==> config.mk <==
export PLATFORM = sky130hd
export DESIGN_NAME = twi_regif_slave
export DESIGN_NICKNAME = d
export VERILOG_FILES = /design/src/rtl/twi_regif_pkg.sv /design/src/rtl/twi_bus_cond.sv /design/src/rtl/twi_stuck_timer.sv /design/src/rtl/twi_addr_latch.sv /design/src/rtl/twi_regif_slave.sv
export SDC_FILE = /design/constraint.sdc
export NUM_CORES = 1
export LEC_CHECK = 0
export BUFFER_PORTS_ARGS = -buffer_cell sky130_fd_sc_hd__buf_2
export CORE_UTILIZATION = 44
export CTS_CLUSTER_SIZE = 12
export DETAILED_ROUTE_END_ITERATION = 16
export SYNTH_ARGS = -nofsm -noshare
export SYNTH_HDL_FRONTEND = slang
export SYNTH_SLANG_ARGS = --single-unit
==> constraint.sdc <==
create_clock -name clk -period 3.25 [get_ports clk]
set_input_delay 0.325 -clock clk [delete_from_list [all_inputs] [get_ports clk]]
set_output_delay 0.325 -clock clk [all_outputs]
set_load 0.02 [all_outputs]
==> src/rtl/twi_regif_pkg.sv <==
package twi_regif_pkg;
  typedef enum logic [2:0] {
    MD_IDLE, MD_ADDR, MD_WPTR, MD_WMSB, MD_WLSB, MD_GC, MD_READ, MD_ARA
  } mode_t;

  localparam logic [7:0] GC_ADDR_BYTE = 8'h00;
  localparam logic [7:0] ARA_BYTE     = 8'h19;
  localparam logic [7:0] GC_RESET_CMD = 8'h06;
  localparam logic [7:0] GC_LATCH_CMD = 8'h04;
  localparam logic [4:0] HS_CODE_TOP  = 5'b00001;
endpackage

==> src/rtl/twi_bus_cond.sv <==
module twi_bus_cond (
  input  logic clk,
  input  logic rst_n,
  input  logic scl_i,
  input  logic sda_i,
  output logic start_o,
  output logic stop_o,
  output logic rise_o,
  output logic fall_o
);
  logic scl_q, sda_q;

  always_ff @(posedge clk or negedge rst_n) begin
    if (!rst_n) begin
      scl_q <= 1'b1;
      sda_q <= 1'b1;
    end else begin
      scl_q <= scl_i;
      sda_q <= sda_i;
    end
  end

  assign start_o = scl_i & scl_q & sda_q & ~sda_i;
  assign stop_o  = scl_i & scl_q & ~sda_q & sda_i;
  assign rise_o  = scl_i & ~scl_q;
  assign fall_o  = ~scl_i & scl_q;
endmodule

==> src/rtl/twi_stuck_timer.sv <==
module twi_stuck_timer #(
  parameter int LIMIT = 3_750_000
) (
  input  logic clk,
  input  logic rst_n,
  input  logic busy_i,
  input  logic lines_high_i,
  input  logic edge_i,
  output logic expire_o
);
  localparam int CW = $clog2(LIMIT + 1);
  localparam logic [CW-1:0] LIM = CW'(LIMIT);

  logic [CW-1:0] cnt;

  always_ff @(posedge clk or negedge rst_n) begin
    if (!rst_n)                                 cnt <= '0;
    else if (!busy_i || edge_i || lines_high_i) cnt <= '0;
    else if (cnt != LIM)                        cnt <= cnt + 1'b1;
  end

  assign expire_o = busy_i && (cnt == LIM);
endmodule

==> src/rtl/twi_addr_latch.sv <==
module twi_addr_latch #(
  parameter logic [6:0] BASE_ADDR = 7'b1001000,
  parameter int         SEL_W     = 2
) (
  input  logic             clk,
  input  logic             rst_n,
  input  logic             load_i,
  input  logic [SEL_W-1:0] sel_i,
  output logic [6:0]       addr_o
);
  logic [SEL_W-1:0] sel_q;

  always_ff @(posedge clk or negedge rst_n) begin
    if (!rst_n)      sel_q <= '0;
    else if (load_i) sel_q <= sel_i;
  end

  always_comb begin
    unique case (sel_q)
      2'd1:    addr_o = BASE_ADDR + 7'd1;
      2'd2:    addr_o = BASE_ADDR + 7'd2;
      default: addr_o = BASE_ADDR;
    endcase
  end
endmodule

==> src/rtl/twi_regif_slave.sv <==
module twi_regif_slave
  import twi_regif_pkg::*;
#(
  parameter int         DATA_W      = 16,
  parameter int         SEL_W       = 2,
  parameter int         PAD_BITS    = 4,
  parameter int         TIMEOUT_CYC = 3_750_000,
  parameter logic [6:0] BASE_ADDR   = 7'b1001000
) (
  input  logic              clk,
  input  logic              rst_n,
  input  logic              scl_i,
  input  logic              sda_i,
  input  logic [1:0]        a0_sel_i,
  output logic              sda_oe_o,
  output logic              rd_req_o,
  output logic [SEL_W-1:0]  rd_sel_o,
  input  logic [DATA_W-1:0] rd_data_i,
  output logic              wr_valid_o,
  output logic [SEL_W-1:0]  wr_sel_o,
  output logic [DATA_W-1:0] wr_data_o,
  input  logic              alert_active_i,
  input  logic              alert_over_i,
  output logic              alert_clear_o,
  output logic              regs_reset_o
);
  localparam logic [DATA_W-1:0] RD_MASK = {{(DATA_W-PAD_BITS){1'b1}}, {PAD_BITS{1'b0}}};

  logic start_p, stop_p, rise_p, fall_p, tmo_p;
  logic [6:0] own_addr;
  logic relatch;

  mode_t mode, nxt_mode;
  logic [3:0]        bitn;
  logic [7:0]        shreg;
  logic [7:0]        msb_hold;
  logic [DATA_W-1:0] txword;
  logic              byte_idx;
  logic              busy;
  logic [SEL_W-1:0]  ptr;

  twi_bus_cond u_cond (
    .clk(clk), .rst_n(rst_n), .scl_i(scl_i), .sda_i(sda_i),
    .start_o(start_p), .stop_o(stop_p), .rise_o(rise_p), .fall_o(fall_p)
  );

  twi_stuck_timer #(.LIMIT(TIMEOUT_CYC)) u_timer (
    .clk(clk), .rst_n(rst_n), .busy_i(busy), .lines_high_i(scl_i & sda_i),
    .edge_i(rise_p | fall_p), .expire_o(tmo_p)
  );

  twi_addr_latch #(.BASE_ADDR(BASE_ADDR), .SEL_W(2)) u_addr (
    .clk(clk), .rst_n(rst_n), .load_i(start_p | relatch), .sel_i(a0_sel_i),
    .addr_o(own_addr)
  );

  wire       is_tx   = (mode == MD_READ) || (mode == MD_ARA);
  wire [2:0] bit_sel = 3'd7 - bitn[2:0];
  wire [7:0] rd_byte = byte_idx ? txword[7:0] : txword[DATA_W-1 -: 8];

  always_ff @(posedge clk or negedge rst_n) begin
    if (!rst_n) begin
      mode <= MD_IDLE; nxt_mode <= MD_IDLE; bitn <= '0; shreg <= '0;
      msb_hold <= '0; txword <= '0; byte_idx <= 1'b0; busy <= 1'b0;
      ptr <= '0; sda_oe_o <= 1'b0; rd_req_o <= 1'b0; wr_valid_o <= 1'b0;
      wr_sel_o <= '0; wr_data_o <= '0; alert_clear_o <= 1'b0;
      regs_reset_o <= 1'b0; relatch <= 1'b0;
    end else begin
      rd_req_o <= 1'b0; wr_valid_o <= 1'b0; alert_clear_o <= 1'b0;
      regs_reset_o <= 1'b0; relatch <= 1'b0;
      if (tmo_p) begin
        mode <= MD_IDLE; nxt_mode <= MD_IDLE; sda_oe_o <= 1'b0; busy <= 1'b0;
      end else if (start_p) begin
        mode <= MD_ADDR; nxt_mode <= MD_ADDR; bitn <= '0; sda_oe_o <= 1'b0; busy <= 1'b1;
      end else if (stop_p) begin
        mode <= MD_IDLE; nxt_mode <= MD_IDLE; sda_oe_o <= 1'b0; busy <= 1'b0;
      end else if (mode != MD_IDLE) begin
        if (rise_p) begin
          bitn <= (bitn == 4'd8) ? 4'd0 : bitn + 4'd1;
          if (bitn != 4'd8) begin
            if (!is_tx) shreg <= {shreg[6:0], sda_i};
            else if (!sda_oe_o && !sda_i) begin
              mode <= MD_IDLE; nxt_mode <= MD_IDLE;       // lost the bus
            end
          end else if (is_tx && sda_i) begin
            mode <= MD_IDLE; nxt_mode <= MD_IDLE;         // master NACK
          end
        end else if (fall_p) begin
          if (bitn == 4'd8) begin
            if (is_tx) begin
              sda_oe_o <= 1'b0;
              if (mode == MD_ARA) begin
                alert_clear_o <= 1'b1;
                nxt_mode      <= MD_IDLE;
              end
            end else begin
              sda_oe_o <= 1'b1;
              unique case (mode)
                MD_ADDR: begin
                  if (shreg[7:3] == HS_CODE_TOP) begin
                    sda_oe_o <= 1'b0; nxt_mode <= MD_IDLE;
                  end else if (shreg[7:1] == own_addr) begin
                    if (shreg[0]) begin
                      nxt_mode <= MD_READ; txword <= rd_data_i & RD_MASK;
                      rd_req_o <= 1'b1; byte_idx <= 1'b0;
                    end else nxt_mode <= MD_WPTR;
                  end else if (shreg == GC_ADDR_BYTE) begin
                    nxt_mode <= MD_GC;
                  end else if (shreg == ARA_BYTE && alert_active_i) begin
                    nxt_mode <= MD_ARA; shreg <= {own_addr, alert_over_i};
                  end else begin
                    sda_oe_o <= 1'b0; nxt_mode <= MD_IDLE;
                  end
                end
                MD_WPTR: begin ptr <= shreg[SEL_W-1:0]; nxt_mode <= MD_WMSB; end
                MD_WMSB: begin msb_hold <= shreg; nxt_mode <= MD_WLSB; end
                MD_WLSB: begin
                  nxt_mode <= MD_WMSB;
                  if (ptr != '0) begin
                    wr_valid_o <= 1'b1; wr_sel_o <= ptr; wr_data_o <= {msb_hold, shreg};
                  end
                end
                MD_GC: begin
                  nxt_mode <= MD_IDLE;
                  if (shreg == GC_RESET_CMD) begin
                    regs_reset_o <= 1'b1; ptr <= '0;
                  end else if (shreg == GC_LATCH_CMD) relatch <= 1'b1;
                end
                default: begin sda_oe_o <= 1'b0; nxt_mode <= MD_IDLE; end
              endcase
            end
          end else if (bitn == 4'd0) begin
            mode <= nxt_mode;
            if (nxt_mode == MD_READ) begin
              shreg <= rd_byte; sda_oe_o <= ~rd_byte[7]; byte_idx <= ~byte_idx;
            end else if (nxt_mode == MD_ARA) begin
              sda_oe_o <= ~shreg[7];
            end else sda_oe_o <= 1'b0;
          end else if (is_tx) begin
            sda_oe_o <= ~shreg[bit_sel];
          end
        end
      end
    end
  end

  assign rd_sel_o = ptr;
endmodule

Word-level counts from Yosys, hierarchy flattened
Cells that the tools add are included.
{ "word_totals": {"wordCells": 264, "reg_bits": 92, "out_inout_bits": 25, "input_bits": 24} }
{ "op_classes": {"muxes": 133, "magnitude_cmp": 1, "n_eq_ne": 40, "add_sub_neg": 3, "n_bitwise": 24, "reduce_logical": 42} }
{ "ops": {"columns": ["op", "count"], "rows": [
  ["$mux W8", 14],
  ["$mux W1", 80],
  ["$mux W3", 26],
  ["$mux W22", 2],
  ["$add A22 B1 Y22 const B", 1],
  ["$eq A22 B22 Y1 const B", 1],
  ["$ne A22 B22 Y1 const B", 1],
  ["$mux W4", 5],
  ["$reduce_and A10 Y1", 2],
  ["$eq A3 B3 Y1 const B", 6],
  ["$eq A8 B3 Y1 const B", 2],
  ["$reduce_bool A2 Y1", 8],
  ["$reduce_and A15 Y1", 1],
  ["$reduce_bool A5 Y1", 3],
  ["$not A1 Y1", 14],
  ["$reduce_and A7 Y1", 2],
  ["$reduce_and A13 Y1", 1],
  ["$ne A2 B2 Y1 const B", 6],
  ["$ne A6 B5 Y1 const B", 2],
  ["$reduce_and A12 Y1", 1],
  ["$reduce_bool A3 Y1", 4],
  ["$ne A3 B3 Y1 const B", 3],
  ["$pmux W3 S3", 1],
  ["$reduce_and A9 Y1", 1],
  ["other kinds (34)", 56]
]} }

Longest topological paths before layout
{ "depth": {"depth_word": 15, "depth_mapped": 10} }

Hierarchy
Synthesis repeated with hierarchy kept, for this count alone.
{ "hier_totals": {"cells_unflattened": 467, "hier_area_um2": 4912.2} }
{ "modules_own_cells": {"columns": ["module", "area_each_um2", "n_inst", "cells_per_inst"], "rows": [
  ["twi_regif_slave", 3507.1, 1, 319],
  ["twi_stuck_timer", 1187.4, 1, 129],
  ["twi_addr_latch", 130.1, 1, 13],
  ["twi_bus_cond", 87.6, 1, 6]
]} }

Worst setup path after synthesis
OpenSTA, ideal clock, no wires.
{ "synth_timing": {"path_type": "reg2reg", "start": "register u_timer.cnt[0]", "end": "register wr_data_o[0]", "path_slack_ns": 0.455, "required_ns": 3.125, "path_buffers": 2, "setup_ns": 0.125, "arrival_time_ns": 2.670, "path_stages_with_launch": 11, "path_cell_list": "dfrtp_1 inv_1 ha_1 and4b_1 and3_1 a22o_1 or3_1 buf_2 nor4_4 buf_6 mux2_4"} }
{ "synth_between": {"elab_chain_cells": 4} }
{ "synth_lines": {"columns": ["element", "line", "rtl"], "rows": [
  ["start: declaration", "twi_stuck_timer.sv:14", "logic [CW-1:0] cnt;"],
  ["start signal: assignment", "twi_stuck_timer.sv:19", "else if (cnt != LIM) cnt <= cnt + 1'b1;"],
  ["$eq A22 B22 Y1", "twi_stuck_timer.sv:22", "assign expire_o = busy_i && (cnt == LIM);"],
  ["$logic_and A1 B1 Y1", "twi_stuck_timer.sv:22", null],
  ["$not A1 Y1 (no line)", null, null],
  ["$reduce_and A10 Y1 (no line)", null, null],
  ["end signal: assignment", "twi_regif_slave.sv:66", "wr_sel_o <= '0; wr_data_o <= '0; alert_clear_o <= 1'b0;"],
  ["end signal: assignment", "twi_regif_slave.sv:120", "wr_valid_o <= 1'b1; wr_sel_o <= ptr; wr_data_o <= {msb_hold, shreg};"],
  ["end: declaration", "twi_regif_slave.sv:21", "output logic [DATA_W-1:0] wr_data_o,"]
]} }
Every way passes these cells.
A chain may end at the register's enable or synchronous reset.

Worst setup path in the final report
{ "layout_timing": {"start": "register u_timer.cnt[0]", "end": "register msb_hold[5]"} }
{ "layout_between": {"elab_chain_cells": 4} }
{ "layout_lines": {"columns": ["element", "line", "rtl"], "rows": [
  ["$eq A22 B22 Y1", "twi_stuck_timer.sv:22", null],
  ["$logic_and A1 B1 Y1", "twi_stuck_timer.sv:22", null],
  ["$not A1 Y1 (no line)", null, null],
  ["$reduce_and A9 Y1 (no line)", null, null],
  ["end signal: assignment", "twi_regif_slave.sv:64", "msb_hold <= '0; txword <= '0; byte_idx <= 1'b0; busy <= 1'b0;"],
  ["end signal: assignment", "twi_regif_slave.sv:116", "MD_WMSB: begin msb_hold <= shreg; nxt_mode <= MD_WLSB; end"],
  ["end: declaration", "twi_regif_slave.sv:36", "logic [7:0] msb_hold;"]
]} }
Every way passes these cells.

==> key figures <==
Run status
  – Outcome: completed

Timing
  – Final setup vio count: 0
  – Tcrit/Tclk final: 0.936
  – RSZ-0062 raised after global routing: false
  – TNS Setup: 0 ps
  – Max Fclk: 0.329 GHz
  – Final Hold Vio Count: 0
  – Hold slack: 48.3 ps
  – Max-slew violations: 0
  – Slew @ Worst Pin: 858 ps
  – Clock Skews: about 13 ps
  – Slew Limit Headroom: 0.413
  – Final min period: 3040 ps

Worst setup path
  – Crit path DAT: about 3300 ps
  – CP required: roughly 3500 ps
  – Critical Path Sink Type: flip-flop
  – Worst r2r src: u_timer.cnt[0]
  – CP startpoint: u_timer.cnt[0]
  – CP Max Fanout: 8
  – Crit start category: flip-flop
  – Critical path type: reg -> reg

Routing
  – Wire length per cell: around 16 um
  – DR pass1 iterations: 5
  – DRC violations left: 0
  – 1st-iter DRT viols: 163
  – WL final: approximately 10000 um
  – Via density: around 5.5
  – Routed Antenna Nets: 0
  – Vias: ~3400

Placement
  – Cells after DPL: about 600
  – GPL Wtd Cong: approximately 0.87
  – Port Buffers: 44
  – Hpwl dp: about 7100 um

Layout
  – Area of the multi-input gates: roughly 2200 um2
  – Syn-to-layout area delta: 13.0%
  – Highest-count cells in the layout ignoring fill and taps: dfrtp_1, buf_2, nor2_1
  – Fill cells: 960
  – Most common cell after layout, fill and taps aside: dfrtp_1
  – Register area: ~2300 um2
  – Antenna diode count: 0
  – Share of cells above drive strength 1: 0.270
  – Final net count: 516
  – Layout Cells excl Fill: 625

Clock network
  – Sink Count: 92
  – CTS tree: yes
  – Cts bufs inserted: 9
  – Cts hold-fix bufs: 0
  – Htree depth: 3
  – Worst skew pair latency: roughly 370 ps
  – Postcts setup bufs: 0
  – Clk pin slew, worst setup/hold paths: ~90 ps
  – Post-CTS sizing: 0
  – Max Root-Sink Buffers: 2
  – Root buffer cell: clkbuf_8

Synthesis
  – Post-synth EDFFs: 0
  – Syn Std Cell Area: 4680 um2
  – Synth Area in Compound Gates: 0.0797
  – Post-synthesis net count: between 400 and 500
  – Register area share after synthesis: 0.493
  – Simple-gate area share of the yosys netlist: 0.190
  – Largest family of logic cells by synthesized area: simple AND/OR/NAND/NOR gates
  – Netlist cell types: 51
  – Yosys warning count: 0
  – Synth Register Bits: 92
  – Avg Cell Area, Syn: ~11 um2
  – Fraction of registers with async set/reset: 1.00
  – Adder-Cell Fraction of Synth Area: 0.0187
  – Mux cell area share after synthesis: 0.147
  – Synth Flop Type: dfrtp_1
  – Post-Syn Instances: 439
  – Synth Area in XOR/XNOR: 0.0412

Run
  – Max-cap viol count: 0

Power
  – Peak supply drop: between 0.2 and 0.25 mV
  – PwrDens: roughly 530 nW/um2
  – Lkg Pwr: 0.00246 uW

Global routing
  – Number of global-route vias before repair: 3357
  – Overall routing resource usage: 0.203
  – Gr ovfl total: 0
  – Largest net degree at the start of global routing: 69
  – Global-route wire length before repair: around 17000 um
  – Antenna violations before repair: 0

Floorplan
  – Row count: 37
  – Die footprint: between 10000 and 15000 um2
  – Core box area: 10300 um2
  – Die Span X: roughly 110 um
  – Initial Util: 0.453
  – IO Count: 49
  – Chip height: about 110 um

Worst hold path
  – Hold Crit Class: in -> async
cells in the mapped netlist (3+ instances only):
| cell type | count | area (um2) |
|---|---|---|
| buf_2 | 3 | 15.0 |
| o31ai_1 | 5 | 37.5 |
| nor4_1 | 6 | 37.5 |
| xor2_1 | 13 | 114 |
| mux2i_1 | 7 | 70.1 |
| o22ai_1 | 3 | 18.8 |
| nand3_1 | 15 | 75.1 |
| nor2_1 | 40 | 150 |
| mux2_2 | 39 | 439 |
| nand4_1 | 7 | 43.8 |
| a21oi_1 | 16 | 80.1 |
| ha_1 | 7 | 87.6 |
| and3_1 | 8 | 50.1 |
| nor3_1 | 11 | 55.1 |
| dfrtp_1 | 90 | 2250 |
| and4_1 | 3 | 26.3 |
| or3_1 | 7 | 43.8 |
| or2_2 | 3 | 18.8 |
| a22o_1 | 5 | 43.8 |
| inv_1 | 15 | 56.3 |
| nand3b_1 | 4 | 30.0 |
| nand2b_1 | 9 | 56.3 |
| xnor2_1 | 9 | 78.8 |
| o21ai_0 | 18 | 90.1 |
| mux2_4 | 9 | 135 |
| nor4b_1 | 5 | 43.8 |
| nand2_1 | 38 | 143 |
| clkbuf_1 | 15 | 56.3 |
through the flow:
stage,total power [uW],util,worst slack [ps],instance area (um2)
after floorplan,1760,-,455,4680
final,2800,0.512,208,5290
after detailed placement,1980,0.491,228,5070
after CTS,2830,0.512,218,5290
after global routing,2970,0.512,29.7,5290
after global placement,1960,0.491,258,5070
sequential cells by signal (all words and copies together) (netlist names), 2 cells and up:
register,cells
u_timer.cnt,22
wr_data_o,16
txword,12
msb_hold,8
shreg,8
bitn,4
mode,3
nxt_mode,3
rd_sel_o,2
u_addr.sel_q,2
wr_sel_o,2
area by class of cell:
class	count	share of cell area
sequential	92	0.436
multi-input combinational	312	0.423
timing repair buffer	55	0.0578
tap	136	0.0322
clock buffer	9	0.0234
clock inverter	6	0.0170
inverter	15	0.0107
kinds of logic (layout without fill, tap and decap cells):
group                      count (synthesis)  after routing
and+or+nand+nor                          168            168
DFF                                       92             92
AOI/OAI and AO/OA                         58             58
muxes                                     57             57
buffers and inverters                     35             85
xor gates and xnor gates                  22             22
adders and majority gates                  7              7
layer usage:
layer | track usage | vias up | part of all wire
li1 | - | 1649 | -
met3 | 0.0549 | 9 | 0.051
met5 | 0 | - | 0
met1 | 0.297 | 1689 | 0.50
met4 | 0.0674 | 0 | 0.014
met2 | 0.288 | 76 | 0.43
report_power, final:
part / internal [uW] / leakage [uW] / switching (uW)
sequential: 1220 / 0.00124 / 132
clock: 430 / 0.000105 / 416
combinational: 249 / 0.00111 / 360
worst paths after layout:
path                       cells past startpoint              to  slack, ps
setup / recovery                               8     msb_hold[5]        210
hold / removal                                 1  u_timer.cnt[0]         50
setup reg to reg                               8     msb_hold[5]        210
hold reg to reg                                1     wr_sel_o[1]        500
max in group asynchronous                      2     msb_hold[2]       2460
min in group clk                               1    u_cond.scl_q        100
worst max-delay path, stage by stage (launching register included):
cell and delay [ps]:
dfrtp_1 450, inv_1 70, ha_1 210, and4b_1 200
and3_1 170, a22o_1 210, or3_1 510, nor3_2 680
mux2_2 420
No activity file was read; power rests on OpenSTA's default activity.
